==> src/rtl/pmg_pkg.sv <==
package pmg_pkg;

    typedef enum logic [1:0] {
        LVL_OPEN   = 2'd0,
        LVL_NOEXT  = 2'd1,
        LVL_SEALED = 2'd2
    } lock_lvl_e;

    typedef enum logic [1:0] {
        ACT_PASS  = 2'd0,
        ACT_SCRAM = 2'd1,
        ACT_DENY  = 2'd2
    } action_e;

    // undefined combination (second bit alone) maps to the strictest level
    function automatic lock_lvl_e decode_lock(input logic bit_a, input logic bit_b);
        if (bit_b)
            return LVL_SEALED;
        else if (bit_a)
            return LVL_NOEXT;
        else
            return LVL_OPEN;
    endfunction

    function automatic action_e choose_action(input lock_lvl_e lvl,
                                              input logic is_verify,
                                              input logic from_ext);
        if (is_verify)
            return (lvl == LVL_SEALED) ? ACT_DENY : ACT_SCRAM;
        else if (from_ext && (lvl != LVL_OPEN))
            return ACT_DENY;
        else
            return ACT_PASS;
    endfunction

endpackage

==> src/rtl/pmg_lock_decode.sv <==
module pmg_lock_decode
    import pmg_pkg::*;
(
    input  logic      lock_a,
    input  logic      lock_b,
    output lock_lvl_e level
);
    always_comb level = decode_lock(lock_a, lock_b);
endmodule

==> src/rtl/pmg_key_select.sv <==
module pmg_key_select #(
    parameter int DATA_W    = 8,
    parameter int KEY_DEPTH = 64,
    localparam int IDX_W    = $clog2(KEY_DEPTH)
) (
    input  logic [KEY_DEPTH*DATA_W-1:0] key_flat,
    input  logic [IDX_W-1:0]            idx,
    output logic [DATA_W-1:0]           key_byte
);
    logic [DATA_W-1:0] key_arr [KEY_DEPTH];

    for (genvar g = 0; g < KEY_DEPTH; g++) begin : g_unpack
        assign key_arr[g] = key_flat[g*DATA_W +: DATA_W];
    end

    assign key_byte = key_arr[idx];
endmodule

==> src/rtl/pmg_policy.sv <==
module pmg_policy
    import pmg_pkg::*;
#(
    parameter int DATA_W = 8
) (
    input  lock_lvl_e         level,
    input  logic              is_verify,
    input  logic              from_ext,
    input  logic [DATA_W-1:0] raw,
    input  logic [DATA_W-1:0] key_byte,
    output logic [DATA_W-1:0] out_byte,
    output logic              denied
);
    action_e act;

    always_comb begin
        act      = choose_action(level, is_verify, from_ext);
        denied   = 1'b0;
        out_byte = raw;
        unique case (act)
            ACT_PASS:  out_byte = raw;
            ACT_SCRAM: out_byte = ~(raw ^ key_byte);
            default: begin
                out_byte = '1;
                denied   = 1'b1;
            end
        endcase
    end
endmodule

==> src/rtl/prog_mem_guard.sv <==
module prog_mem_guard
    import pmg_pkg::*;
#(
    parameter int ADDR_W    = 14,
    parameter int DATA_W    = 8,
    parameter int KEY_DEPTH = 64,
    localparam int IDX_W    = $clog2(KEY_DEPTH)
) (
    input  logic                        clk,
    input  logic                        rst,
    input  logic                        lock_a,
    input  logic                        lock_b,
    input  logic [KEY_DEPTH*DATA_W-1:0] key_flat,
    input  logic                        req_valid,
    input  logic                        req_verify,
    input  logic                        req_ext,
    input  logic [ADDR_W-1:0]           addr,
    input  logic [DATA_W-1:0]           mem_data,
    output logic                        rsp_valid,
    output logic [DATA_W-1:0]           rsp_data,
    output logic                        rsp_blocked
);
    lock_lvl_e         level;
    logic [DATA_W-1:0] key_byte;
    logic [DATA_W-1:0] next_byte;
    logic              next_deny;
    logic              unused_addr_hi;

    assign unused_addr_hi = ^addr[ADDR_W-1:IDX_W];

    pmg_lock_decode u_dec (
        .lock_a (lock_a),
        .lock_b (lock_b),
        .level  (level)
    );

    pmg_key_select #(.DATA_W(DATA_W), .KEY_DEPTH(KEY_DEPTH)) u_key (
        .key_flat (key_flat),
        .idx      (addr[IDX_W-1:0]),
        .key_byte (key_byte)
    );

    pmg_policy #(.DATA_W(DATA_W)) u_pol (
        .level     (level),
        .is_verify (req_verify),
        .from_ext  (req_ext),
        .raw       (mem_data),
        .key_byte  (key_byte),
        .out_byte  (next_byte),
        .denied    (next_deny)
    );

    always_ff @(posedge clk) begin
        if (rst) begin
            rsp_valid   <= 1'b0;
            rsp_blocked <= 1'b0;
            rsp_data    <= '1;
        end else begin
            rsp_valid   <= req_valid;
            rsp_blocked <= req_valid & next_deny;
            if (req_valid)
                rsp_data <= next_byte;
        end
    end
endmodule

==> config.mk <==
export PLATFORM = sky130hd
export DESIGN_NAME = prog_mem_guard
export DESIGN_NICKNAME = d
export VERILOG_FILES = /design/src/rtl/pmg_pkg.sv /design/src/rtl/pmg_lock_decode.sv /design/src/rtl/pmg_key_select.sv /design/src/rtl/pmg_policy.sv /design/src/rtl/prog_mem_guard.sv
export SDC_FILE = /design/constraint.sdc
export NUM_CORES = 1
export LEC_CHECK = 0
export ABC_AREA = 1
export BUFFER_PORTS_ARGS = -buffer_cell sky130_fd_sc_hd__buf_2
export CORE_AREA = 2 2 212 214
export DETAILED_ROUTE_END_ITERATION = 12
export DIE_AREA = 0 0 214 216
export GPL_TIMING_DRIVEN = 0
export PLACE_DENSITY_LB_ADDON = 0.2
export SYNTH_ARGS = -nofsm -noshare
export SYNTH_HDL_FRONTEND = slang
export SYNTH_HIERARCHICAL = 1
export SYNTH_SLANG_ARGS = --single-unit
export TNS_END_PERCENT = 10
==> constraint.sdc <==
create_clock -name clk -period 1.85 [get_ports clk]
set_input_delay 0.555 -clock clk [delete_from_list [all_inputs] [get_ports clk]]
set_output_delay 0.555 -clock clk [all_outputs]
set_load 0.01 [all_outputs]
== Word level (Yosys, flattened, before mapping) ==
Cells that the tools add are included.

* Register bits after elaboration: 10
* Bits in latches: 0
* RAM bits: 0
* ROM bits: 0
* Input port bits: 541
* Memories kept: 0

* Add/sub/neg operators: 0
* Multiply operators: 0
* Div/mod/pow operators: 0
* $lt $le $gt $ge: 1
* Equal/unequal tests: 2
* Shifts and indexed selects: 0
* Mux-type cells: 10
* Bitwise operators: 4
* Reductions and logical operators: 4

{| class="wikitable"
|+ Operator list
! kind !! number
|-
| binary-select mux 8 bit (select 6 bit) || 1
|-
| 2-to-1 mux 8 bit || 2
|-
| case mux 8 bit (2 select lines) || 1
|-
| 2-to-1 mux 2 bit || 4
|-
| NOT 8 bit || 1
|-
| XOR 8 bit || 1
|-
| greater-or-equal comparator 7 bit (second input constant) || 1
|-
| NOT 6 -> 7 bit || 1
|-
| == test 2 x 1 -> 1 bit (second input constant) || 1
|-
| == test 2 bit (second input constant) || 1
|-
| zero test 2 bit || 1
|-
| 2-to-1 mux 1 bit || 2
|-
| nonzero test 2 bit || 1
|-
| OR reduction 2 bit || 1
|-
| bitwise AND 1 bit || 1
|-
| logical AND 1 bit || 1
|}

== Depth between registers and ports, before layout ==
* Depth in word-level cells: 10
* Mapped depth: 17
* Gate-level depth less buffers: 14

== By module ==
Netlist, hierarchy kept.

{| class="wikitable"
|+ By module, submodules not included
! module !! instances !! cells each !! area each (µm²) !! seq. area each (µm²)
|-
| pmg_key_select || 1 || 1,195 || 5,330.1 || 0.0
|-
| prog_mem_guard || 1 || 40 || 330.3 || 200.2
|-
| pmg_policy || 1 || 41 || 236.5 || 0.0
|-
| pmg_lock_decode || 1 || 3 || 17.5 || 0.0
|}

== Least setup slack after synthesis ==
OpenSTA, ideal clock, no wires.

* Kind: input-to-reg
* Start point: input addr[0]
* End point: register rsp_data[6]
* Setup time: 0.126 ns
* Arrival: 1.805 ns
* Setup slack: -0.081 ns
* Stages: 16
* Path buffers: 3
* Cells stage by stage: buf_6 buf_4 buf_2 nand2_1 nand3_1 nand3_1 nand2_1 nand2_1 nand3_1 nand3_1 nand2_1 xnor2_1 nand2_1 nand3_1 nand2_1 nand3_1

* Word-level cells in the longest chain between the ends: 7

{| class="wikitable"
|+ Ends and longest elaborated chain
! what !! line !! text
|-
| start, declared || prog_mem_guard.sv:17 || <nowiki>input logic [ADDR_W-1:0] addr,</nowiki>
|-
| NOT 6 -> 7 bit (implied by the code) || pmg_key_select.sv:16 || <nowiki>assign key_byte = key_arr[idx];</nowiki>
|-
| binary-select mux 8 bit (select 6 bit) || pmg_key_select.sv:16 ||
|-
| 2-to-1 mux 8 bit (implied by the code) (2 in series) || pmg_key_select.sv:16 ||
|-
| named net key_byte[6] || prog_mem_guard.sv:24 || <nowiki>logic [DATA_W-1:0] key_byte;</nowiki>
|-
| XOR 8 bit || pmg_policy.sv:22 || <nowiki>ACT_SCRAM: out_byte = ~(raw ^ key_byte);</nowiki>
|-
| NOT 8 bit || pmg_policy.sv:22 ||
|-
| case mux 8 bit (2 select lines) || pmg_policy.sv:20 || <nowiki>unique case (act)</nowiki>
|-
| named net next_byte[6] || prog_mem_guard.sv:25 || <nowiki>logic [DATA_W-1:0] next_byte;</nowiki>
|-
| end signal, assigned || prog_mem_guard.sv:62 || <nowiki>rsp_data <= next_byte;</nowiki>
|-
| end, declared || prog_mem_guard.sv:20 || <nowiki>output logic [DATA_W-1:0] rsp_data,</nowiki>
|}

The timed path passes the listed nets, and every way through them passes these cells. The select of a mux whose other input is x is not followed.
A chain may end at the register's enable or synchronous reset.

== Final worst setup path ==
Ends and elaborated chain as after synthesis.

==> metrics.txt <==
FF-to-FF setup slack=1270 ps; hold_buf cts=0; initial DRC count=674; asr flop ratio synth=0; Die ar.=roughly 0.046 mm2; Post-Synthesis Cells=1,279; FF/Latch Area=200 um2; synthesized area=0.00591 mm2; reg2reg path depth=2; CP Data Arrival Time=2220 ps; Sink Count=10; Max Cap Viol=0; Critical Path End Type=flop; Finished Layout Cells=~2,400; Worst-Skew Late Latency=approximately 240 ps; root buffer cell=clkbuf_16; FF-to-FF Start=rsp_data[7]; Worst VDD drop=0.000248 V; Finished Core Util=0.249; row count=77; Sw Ratio=0.481; Cells after DPL=2,408; # DRC=0; Power, Total=3.41 mW; Finish-stage setup viols=8; distinct cell type count after synthesis=20; Cell Pwr Density=312 mW/mm2; initial core utilization=0.135; GRT Total Usage=0.211; internal power=roughly 1.8 mW; most common cell in the netlist=nand2_1; CTS tree=built; multi-input logic area=0.00542 mm2; Routed Antenna Nets=0; remaining global-route overflow=0; initial antenna violation count=4; Tcrit/Tclk final=1.14; Slew headroom=0.685; leak pwr=5.93 nW; Critical Path Start Type=primary input; worst hold path startpoint=rsp_data[0]; Final Hold Fails=0; flops & latches, synth=10; gp weighted congestion=between 0.9 and 1; Top FF cell, synth=dfxtp_1; Die Y=roughly 220 um; Fillers=5,158; DR WL/cell=21.4 um; Inserted Clock Buffers=3; Reg clk slew, reported paths=40 ps; part of the power in the clock network=0.124; via count=between 10,000 and 15,000; maximum fanout along the worst path=10; Synth warnings=6; Vias/cell=4.41; Seq pwr share=0.071; area fraction of the dominant cell type after synthesis=0.428; Buffers on Ports=~540; slack of the critical path=-260 ps; Reg-to-Reg End=rsp_data[7]; worst hold slack=468 ps; failing checks=negative setup slack; dominant cell type by area after synthesis=nand2_1; vias in the first global route=10,900; # IOs=551; ratio of cells with drive above 1 in the final layout=0.424; unrepaired setup endpoints after global routing=yes; largest net degree at the start of global routing=11; Syn Nets=~1,800; Die Width=214 um; placed wire-length estimate=43,900 um; maximum root-to-sink buffer count=2; Worst Setup Path Type=primary input to flop; CTS H-tree lvls=1; hold path endpoint=rsp_data[0]; status=finished with violations; Area growth syn-to-layout=84.6%; Hold Path Depth=2; Net Sw Power=between 1.5 and 2 mW; Slew @ Worst Pin=between 400 and 500 ps; core area=between 0.04 and 0.05 mm2; Synth top cells by count=675 x nand2_1, 456 x nand3_1, 51 x buf_2; Layout Nets=~2,400; first-pass GRT wire length=71,900 um; FMAX=between 0.4 and 0.5 GHz; EDFF count, synth=0; Logic pwr share=0.805; final worst clock skew=0 ps; WL final=about 52,000 um; Slew Limit Fails=0; Seq/Total Area, Yosys=0.0338; syn_area_per_cell=4.62 um2; min Tclk post-route=2110 ps; Min-Delay Path Class=flop to flop; Worst Path Required=1960 ps; top cells by area, synth=nand2_1 43%, nand3_1 39%, buf_2 4.3%; drt pass-1 iters=5
==> layout make-up <==
type                    count  share of cell area
multi-input cells        1145               0.497
repair buffers            550               0.275
plain buffers             111               0.126
well taps                 592              0.0678
flip-flops and latches     10              0.0183
clock buffers               4             0.00814
inverters                  13             0.00733
diodes                      2            0.000458
==> kinds of logic after synthesis <==
group           count (synthesis)  share of synthesized area
buf+inv                       124                      0.132
xor+xnor                        8                     0.0118
flops                          10                     0.0338
simple gates                 1136                      0.820
compound gates                  1                    0.00275
==> power groups by stage <==
stage / combinational, mW / clock [mW] / sequential, mW
6_report: 2.74 / 0.424 / 0.241
4_1_cts: 2.65 / 0.429 / 0.241
5_1_grt: 3.00 / 0.438 / 0.242
3_5_place_dp: 2.41 / 0 / 0.245
3_3_place_gp: 2.41 / 0 / 0.244
2_1_floorplan: 1.18 / 0 / 0.252
==> how the worst max path moves through the flow <==
stage,from,cells after the start,slack [ps],to
finish,addr[0],17,-260,rsp_data[6]
global route,addr[0],17,-340,rsp_data[7]
CTS,addr[0],17,-250,rsp_data[1]
detailed placement,addr[1],16,-1150,rsp_data[4]
global placement,addr[1],16,-1130,rsp_data[4]
floorplan,addr[0],17,-30,rsp_data[6]
==> placed cells by master, fill, tap and decap left out, drive strengths merged <==
master,count
nand2,677
buf,642
nand3,456
clkbuf,23
inv,11
dfxtp,10
xnor2,8
nor2,3
diode,2
clkinv,2
o21ai,1
==> metrics by stage <==
stage / cell area (um2) / worst slack (ps) / TNS (ps)
after floorplan: 6110 / -30.8 / -200
after detailed placement: 9540 / -1150 / -8650
after CTS: 10400 / -246 / -1870
after global routing: 10900 / -343 / -2670
final: 10900 / -260 / -1690
after global placement: 9540 / -1130 / -8450
==> layer usage <==
layer,vias to the layer above,share of wire,GRT usage
li1,5308,-,-
met1,4878,0.42,0.263
met2,480,0.51,0.393
met3,39,0.054,0.0240
met4,4,0.014,0.0364
met5,-,0.00044,0
==> worst max-delay path, stage by stage <==
cell and delay (ps):
buf_12 130, inv_16 60, clkbuf_16 170, buf_12 150
nand2_1 60, nand3_1 120, nand3_1 120, nand2_1 70
nand2_1 100, nand3_4 90, nand3_4 110, nand2_2 80
xnor2_1 140, nand2_1 70, nand3_1 60, nand2_1 70
nand3_1 60
==> registers in the layout, summed over array words and instances (netlist names) <==
signal	flops
rsp_blocked	1
rsp_data	8
rsp_valid	1
==> what timing repair did <==
item,CTS,global route
gates resized for setup,204,59
setup endpoints to repair,8,8
endpoints found under the hold margin,0,0
pin swaps,11,13
cloned,3,8
setup buffers,1,1
Power figures use the tool's default switching activity.
